<file path="src/rtl/trq_pkg.sv">
package trq_pkg;
  typedef enum logic [1:0] {
    K_DATA = 2'd0,
    K_OWN  = 2'd1,
    K_WP   = 2'd2,
    K_ERR  = 2'd3
  } trq_kind_e;

  // source index order equals priority order
  localparam int SRC_WP  = 0;
  localparam int SRC_OWN = 1;
  localparam int SRC_DT  = 2;
  localparam int NSRC    = 3;

  localparam logic [4:0] CODE_DT_ONLY = 5'b00010;
  localparam logic [4:0] CODE_OWN     = 5'b00111;
  localparam logic [4:0] CODE_WP      = 5'b01000;

  function automatic logic [4:0] loss_code(input logic [NSRC-1:0] lost);
    if (lost[SRC_WP])       return CODE_WP;
    else if (lost[SRC_OWN]) return CODE_OWN;
    else                    return CODE_DT_ONLY;
  endfunction
endpackage

</file>
<file path="src/rtl/trq_arbiter.sv">
module trq_arbiter #(
  parameter int N = 3
) (
  input  logic         clk,
  input  logic         rst,
  input  logic [N-1:0] req,
  input  logic         discard,
  output logic [N-1:0] grant,
  output logic [N-1:0] ready,
  output logic         accept
);
  logic [N:0] seen;

  generate
    for (genvar i = 0; i < N; i++) begin : g_pri
      assign grant[i]  = req[i] & ~seen[i];
      assign seen[i+1] = seen[i] | req[i];
    end
  endgenerate
  assign seen[0] = 1'b0;

  // while discarding every offer is swallowed; otherwise only the winner
  assign ready  = discard ? req : grant;
  assign accept = ~discard & (|req);

  assert_one_winner_R2: assert property (@(posedge clk) disable iff (rst)
    $onehot0(grant));
  assert_top_wins_R2: assert property (@(posedge clk) disable iff (rst)
    (!discard && req[0]) |-> (ready[0] && $countones(ready) == 1));
endmodule

</file>
<file path="src/rtl/trq_fifo.sv">
module trq_fifo #(
  parameter int DEPTH = 8,
  parameter int W     = 118
) (
  input  logic         clk,
  input  logic         rst,
  input  logic         push,
  input  logic [W-1:0] din,
  input  logic         pop,
  output logic [W-1:0] dout,
  output logic         full,
  output logic         empty
);
  localparam int AW = (DEPTH > 1) ? $clog2(DEPTH) : 1;
  localparam int CW = $clog2(DEPTH + 1);

  logic [W-1:0]  mem [DEPTH];
  logic [AW-1:0] wr_ptr, rd_ptr;
  logic [CW-1:0] count;

  function automatic logic [AW-1:0] nxt(input logic [AW-1:0] p);
    return (p == AW'(DEPTH - 1)) ? '0 : p + AW'(1);
  endfunction

  always_ff @(posedge clk) begin
    if (push) mem[wr_ptr] <= din;
  end

  always_ff @(posedge clk) begin
    if (rst) begin
      wr_ptr <= '0;
      rd_ptr <= '0;
      count  <= '0;
    end else begin
      if (push) wr_ptr <= nxt(wr_ptr);
      if (pop)  rd_ptr <= nxt(rd_ptr);
      if (push && !pop)      count <= count + CW'(1);
      else if (pop && !push) count <= count - CW'(1);
    end
  end

  assign dout  = mem[rd_ptr];
  assign full  = (count == CW'(DEPTH));
  assign empty = (count == '0);

  assert_no_overflow_R4: assert property (@(posedge clk) disable iff (rst)
    push |-> !full);
  assert_no_underflow_R3: assert property (@(posedge clk) disable iff (rst)
    pop |-> !empty);
endmodule

</file>
<file path="src/rtl/trq_drain_ctl.sv">
module trq_drain_ctl
  import trq_pkg::*;
(
  input  logic            clk,
  input  logic            rst,
  input  logic            full,
  input  logic            empty,
  input  logic [NSRC-1:0] req,
  output logic            discard,
  output logic            err_push,
  output logic [4:0]      err_code,
  output logic            overrun
);
  logic            drain_q;
  logic [NSRC-1:0] lost_q, refused, lost_all;

  assign discard  = drain_q | full;
  assign refused  = discard ? req : '0;
  assign lost_all = lost_q | refused;
  assign err_push = drain_q & empty;
  assign err_code = loss_code(lost_all);

  always_ff @(posedge clk) begin
    if (rst) begin
      drain_q <= 1'b0;
      lost_q  <= '0;
      overrun <= 1'b0;
    end else begin
      overrun <= err_push;
      if (err_push) begin
        drain_q <= 1'b0;
        lost_q  <= '0;
      end else if (|refused) begin
        drain_q <= 1'b1;
        lost_q  <= lost_all;
      end
    end
  end

  assert_drain_until_empty_R5: assert property (@(posedge clk) disable iff (rst)
    (drain_q && !empty) |=> drain_q);
  assert_loss_recorded_R7: assert property (@(posedge clk) disable iff (rst)
    err_push |-> (lost_all != '0));
  assert_single_pulse_R8: assert property (@(posedge clk) disable iff (rst)
    overrun |=> !overrun);
endmodule

</file>
<file path="src/rtl/trace_queue.sv">
module trace_queue
  import trq_pkg::*;
#(
  parameter int DEPTH   = 8,
  parameter int PAY_W   = 109,
  parameter int LEN_W   = 7,
  parameter int ERR_LEN = 15
) (
  input  logic             clk,
  input  logic             rst,
  input  logic             wp_valid,
  output logic             wp_ready,
  input  logic [PAY_W-1:0] wp_data,
  input  logic [LEN_W-1:0] wp_len,
  input  logic             ot_valid,
  output logic             ot_ready,
  input  logic [PAY_W-1:0] ot_data,
  input  logic [LEN_W-1:0] ot_len,
  input  logic             dt_valid,
  output logic             dt_ready,
  input  logic [PAY_W-1:0] dt_data,
  input  logic [LEN_W-1:0] dt_len,
  output logic             q_valid,
  input  logic             q_ready,
  output logic [PAY_W-1:0] q_data,
  output logic [LEN_W-1:0] q_len,
  output logic [1:0]       q_kind,
  output logic             overrun
);
  localparam int EW = 2 + LEN_W + PAY_W;

  logic [NSRC-1:0] req, grant, ready;
  logic            accept, discard, err_push, full, empty, pop, push;
  logic [4:0]      err_code;
  logic [EW-1:0]   din, dout;

  assign req = {dt_valid, ot_valid, wp_valid};

  trq_drain_ctl u_ctl (
    .clk(clk), .rst(rst), .full(full), .empty(empty), .req(req),
    .discard(discard), .err_push(err_push), .err_code(err_code),
    .overrun(overrun)
  );

  trq_arbiter #(.N(NSRC)) u_arb (
    .clk(clk), .rst(rst), .req(req), .discard(discard),
    .grant(grant), .ready(ready), .accept(accept)
  );

  always_comb begin
    if (err_push)
      din = {K_ERR, LEN_W'(ERR_LEN), {(PAY_W-5){1'b0}}, err_code};
    else if (grant[SRC_WP])
      din = {K_WP, wp_len, wp_data};
    else if (grant[SRC_OWN])
      din = {K_OWN, ot_len, ot_data};
    else
      din = {K_DATA, dt_len, dt_data};
  end

  assign push = accept | err_push;
  assign pop  = q_valid & q_ready;

  trq_fifo #(.DEPTH(DEPTH), .W(EW)) u_fifo (
    .clk(clk), .rst(rst), .push(push), .din(din), .pop(pop),
    .dout(dout), .full(full), .empty(empty)
  );

  assign wp_ready = ready[SRC_WP];
  assign ot_ready = ready[SRC_OWN];
  assign dt_ready = ready[SRC_DT];
  assign q_valid  = ~empty;
  assign {q_kind, q_len, q_data} = dout;

  assert_err_at_head_R8: assert property (@(posedge clk) disable iff (rst)
    overrun |-> (q_valid && q_kind == K_ERR));
  assert_err_into_empty_R6: assert property (@(posedge clk) disable iff (rst)
    err_push |-> !accept);
endmodule

</file>
<file path="config.mk">
export PLATFORM = sky130hd
export DESIGN_NAME = trace_queue
export DESIGN_NICKNAME = d
export VERILOG_FILES = /design/src/rtl/trq_pkg.sv /design/src/rtl/trq_arbiter.sv /design/src/rtl/trq_fifo.sv /design/src/rtl/trq_drain_ctl.sv /design/src/rtl/trace_queue.sv
export SDC_FILE = /design/constraint.sdc
export NUM_CORES = 1
export LEC_CHECK = 0
export BUFFER_PORTS_ARGS = -buffer_cell sky130_fd_sc_hd__buf_2
export CORE_ASPECT_RATIO = 1.2
export CORE_MARGIN = 2
export CORE_UTILIZATION = 35
export CTS_CLUSTER_DIAMETER = 40
export CTS_CLUSTER_SIZE = 24
export DETAILED_ROUTE_END_ITERATION = 6
export GPL_ROUTABILITY_DRIVEN = 0
export PLACE_DENSITY_LB_ADDON = 0.08
export SLEW_MARGIN = 5
export SYNTH_ARGS = -nofsm -noshare
export SYNTH_HDL_FRONTEND = slang
export SYNTH_SLANG_ARGS = --single-unit
</file>
<file path="constraint.sdc">
create_clock -name clk -period 26.2 [get_ports clk]
set_input_delay 2.62 -clock clk [delete_from_list [all_inputs] [get_ports clk]]
set_output_delay 2.62 -clock clk [all_outputs]
set_load 0.005 [all_outputs]
</file>
==> summary.txt <==
STA
  – Slew Viols, Final: 0
  – Relative max-transition margin: 0.1833
  – Setup TNS: 0 ns
  – Setup-failing EPs final: 0
  – Fin. Hold Viols: 0
  – Max frequency: 0.1407 GHz
  – Period minus WS final: 7.108 ns
  – RSZ-0062 raised after global routing: no
  – Setup Skew: 0.02506 ns
  – Worst Tran Pin Value: 1.215 ns
  – Worst setup margin: 19.09 ns
  – Period utilisation layout: 0.2713

CTS
  – Setup bufs post-CTS: 0
  – CTS max path bufs: 3
  – CTS tree: done
  – Clock transition at path regs: approximately 0.050 ns
  – CTS Sinks: 961
  – Root buffer cell: clkbuf_16
  – CTS Hold Bufs: 0
  – Total CTS buffers: between 100 and 150
  – CTS resizes: 0
  – H-tree depth: 4
  – Skew-Pair Late Insertion Delay: 0.75 ns

Logic synthesis
  – Sequential fraction of the synthesis area: 0.7346
  – Synth Net Count: about 2300
  – Synth Area per Inst: 19.70 sq um
  – Predominant post-synthesis flop cell: edfxtp_1
  – Yosys warns: 0
  – Synthesized area: 0.03905 sq mm
  – Netlist cell types: 40
  – Post-synthesis register bit count: 961
  – Gate Count Post-Synth: 1982
  – Post-synth EDFFs: 944
  – Post-synth ARST share: 0

Floorplan
  – Ports: 477
  – Die Wd: around 310 um
  – Initial Utilization: 0.3519
  – Die ar.: ~0.11 sq mm
  – Std-Cell Rows: 134
  – Die height: between 300 and 400 um
  – Core region area: 0.1110 sq mm

Placed design
  – Post-detail-place hpwl: between 50000 and 60000 um
  – I/O Buffers: 476
  – Pre-CTS WS: 19.48 ns

Global route
  – Total GRT Usage: 0.1709
  – Vias in the first global route: 22089
  – Total gr overflow: 0
  – First-pass GRT wire length: 141600 um
  – Initial antenna violation count: 2
  – Largest net degree at the start of global routing: 126

Critical path
  – Critical setup path kind: flip-flop to output port
  – Worst setup SP type: flip-flop
  – Crit path top cell by count: buf_4
  – Max stage delay cell, worst path: dfxtp_4
  – Worst path max stage delay: 0.92 ns
  – Reg2reg start: u_fifo.count[0]$_SDFFE_PP0P_
  – Setup crit end kind: output port
  – Max Fanout on Critical Path: 50
  – WP data required: 23.58 ns
  – Crit path DAT: 4.49 ns
  – CP cell instances: buf_4 > buf_4 > mux4_2 > mux2_2 > buf_2
  – Worst path bufs/invs: 3
  – Largest delay share family, worst path: buffers and inverters

Power and ir drop
  – Max IR drop VDD: 0.0001050 V
  – Power Density: around 100 mW/mm^2
  – Pleak: around 16 nW
  – Design Power: 5.008 mW

Worst hold path
  – Worst Hold Class: flip-flop to flip-flop
  – Hold path startpoint: u_fifo.rd_ptr[2]$_SDFFE_PP0N_

Detailed routing
  – 1st-pass router iterations: 5
  – Remaining antenna violation count after routing: 0
  – Final wirelength: around 100000 um
  – Vias: 20513
  – Drt drc: 0
  – DR iter-0 viols: 1171
  – Wirelength per Cell: roughly 24 um
  – Via/cell ratio: around 5

Final layout
  – Final Util: 0.4298
  – Area Overhead vs Synth: 22.16%
  – Nets: approximately 2900
  – ANT cells: 0
  – # fillers: 9894
  – Fraction of layout cells with a size suffix above 1: 0.4220

Status
  – Status: finished clean

Flow run
  – Maxcap violations: 0
-- cell usage in the layout, fill, tap and decap left out, types with 2 or more instances in the layout --
| master | count |
|---|---|
| a211oi_1 | 3 |
| a21oi_1 | 120 |
| buf_12 | 4 |
| buf_2 | 474 |
| buf_4 | 31 |
| bufinv_16 | 15 |
| clkbuf_1 | 9 |
| clkbuf_16 | 136 |
| clkinv_1 | 17 |
| clkinv_2 | 12 |
| clkinv_4 | 12 |
| clkinv_8 | 7 |
| clkinvlp_4 | 7 |
| dfxtp_1 | 14 |
| dfxtp_4 | 3 |
| edfxtp_1 | 944 |
| ha_1 | 7 |
| inv_1 | 5 |
| inv_6 | 21 |
| inv_8 | 5 |
| mux2_2 | 123 |
| mux2i_1 | 116 |
| mux4_2 | 236 |
| nand2_1 | 9 |
| nand3_1 | 6 |
| nor2_1 | 230 |
| nor2b_1 | 2 |
| nor3_1 | 3 |
| nor4b_2 | 3 |
| nor4bb_4 | 2 |
| o21ai_0 | 8 |
| or3_1 | 2 |
-- cell usage after synthesis, types with 2 or more instances --
master	n	share of area
a21oi_1	120	0.015
mux2i_1	116	0.030
a211oi_1	3	0.00058
nor2b_1	2	0.00032
buf_2	51	0.0065
nor3_1	4	0.00051
clkbuf_1	55	0.0053
mux4_2	236	0.14
nor4b_1	4	0.00090
nor4bb_1	2	0.00051
nand3_1	6	0.00077
mux2_2	123	0.035
buf_1	17	0.0016
edfxtp_1	944	0.73
o21ai_0	8	0.0010
dfxtp_1	17	0.0087
buf_4	2	0.00038
nor2_1	231	0.022
inv_1	5	0.00048
or3_1	2	0.00032
ha_1	7	0.0022
nand2_1	9	0.00086
-- routing by layer --
layer  GRT usage  vias to the layer above  share of wire
met4     0.05340                        0          0.021
li1            -                     9124              -
met1      0.2230                    10678           0.43
met5           0                        -              0
met3     0.03284                      147          0.051
met2      0.2887                      564           0.50
-- tightest hold or removal path, cell delays in order, from the launching register on --
cell and delay (ns):
dfxtp_1 0.31, nand2_1 0.05, a21oi_1 0.06
-- stage by stage --
step,std cells,area (sq um),hold slack [ns]
finish,4105,47710,0.4689
global route,4105,47710,0.5107
CTS,4105,47710,0.4742
detailed placement,3863,43170,0.4664
global placement,3863,43170,0.4536
floorplan,1982,39050,0.4323
-- sequential cells by signal, summed over array words and instances (netlist names), named ones only --
register	count
u_ctl.lost_q	2
u_fifo.wr_ptr	3
u_fifo.rd_ptr	3
u_ctl.overrun	1
u_fifo.mem	944
u_ctl.drain_q	1
u_fifo.count	4
-- kinds of logic (layout without fill, tap and decap cells) --
logic type,count (synthesis),after routing,synth area share
DFF,961,961,0.7346
muxes,476,476,0.2017
and+or+nand+nor,267,267,0.02765
AOI/OAI and AO/OA,137,137,0.01826
buffers and inverters,131,758,0.01461
adders and majority gates,8,8,0.002755
xor gates and xnor gates,2,2,0.0004486
-- report_power, final --
group | total (mW) | internal [mW] | switching [mW]
combinational | 1.09 | 0.484 | 0.610
clock | 1.81 | 1.12 | 0.695
sequential | 2.10 | 2.03 | 0.0752
-- layout make-up --
class,instances,area (sq um),area share
Clock buffer,145,3437,0.07205
Timing Repair Buffer,511,2710,0.05681
Sequential cell,961,28700,0.6016
Tap cell,1496,1872,0.03924
Inverter,5,18.77,0.0003934
Multi-Input combinational cell,890,9867,0.2068
Clock inverter,97,1102,0.02311
-- path summary, 6_finish.rpt --
check / slack, ns / cells past startpoint / end
min: 0.47 / 2 / flip-flop
max: 19.09 / 5 / q_data[88]
max reg2reg: 22.42 / 11 / u_fifo.count[3]$_SDFFE_PP0P_
min reg2reg: 0.47 / 2 / flip-flop
(Power assumes the default switching activity.)
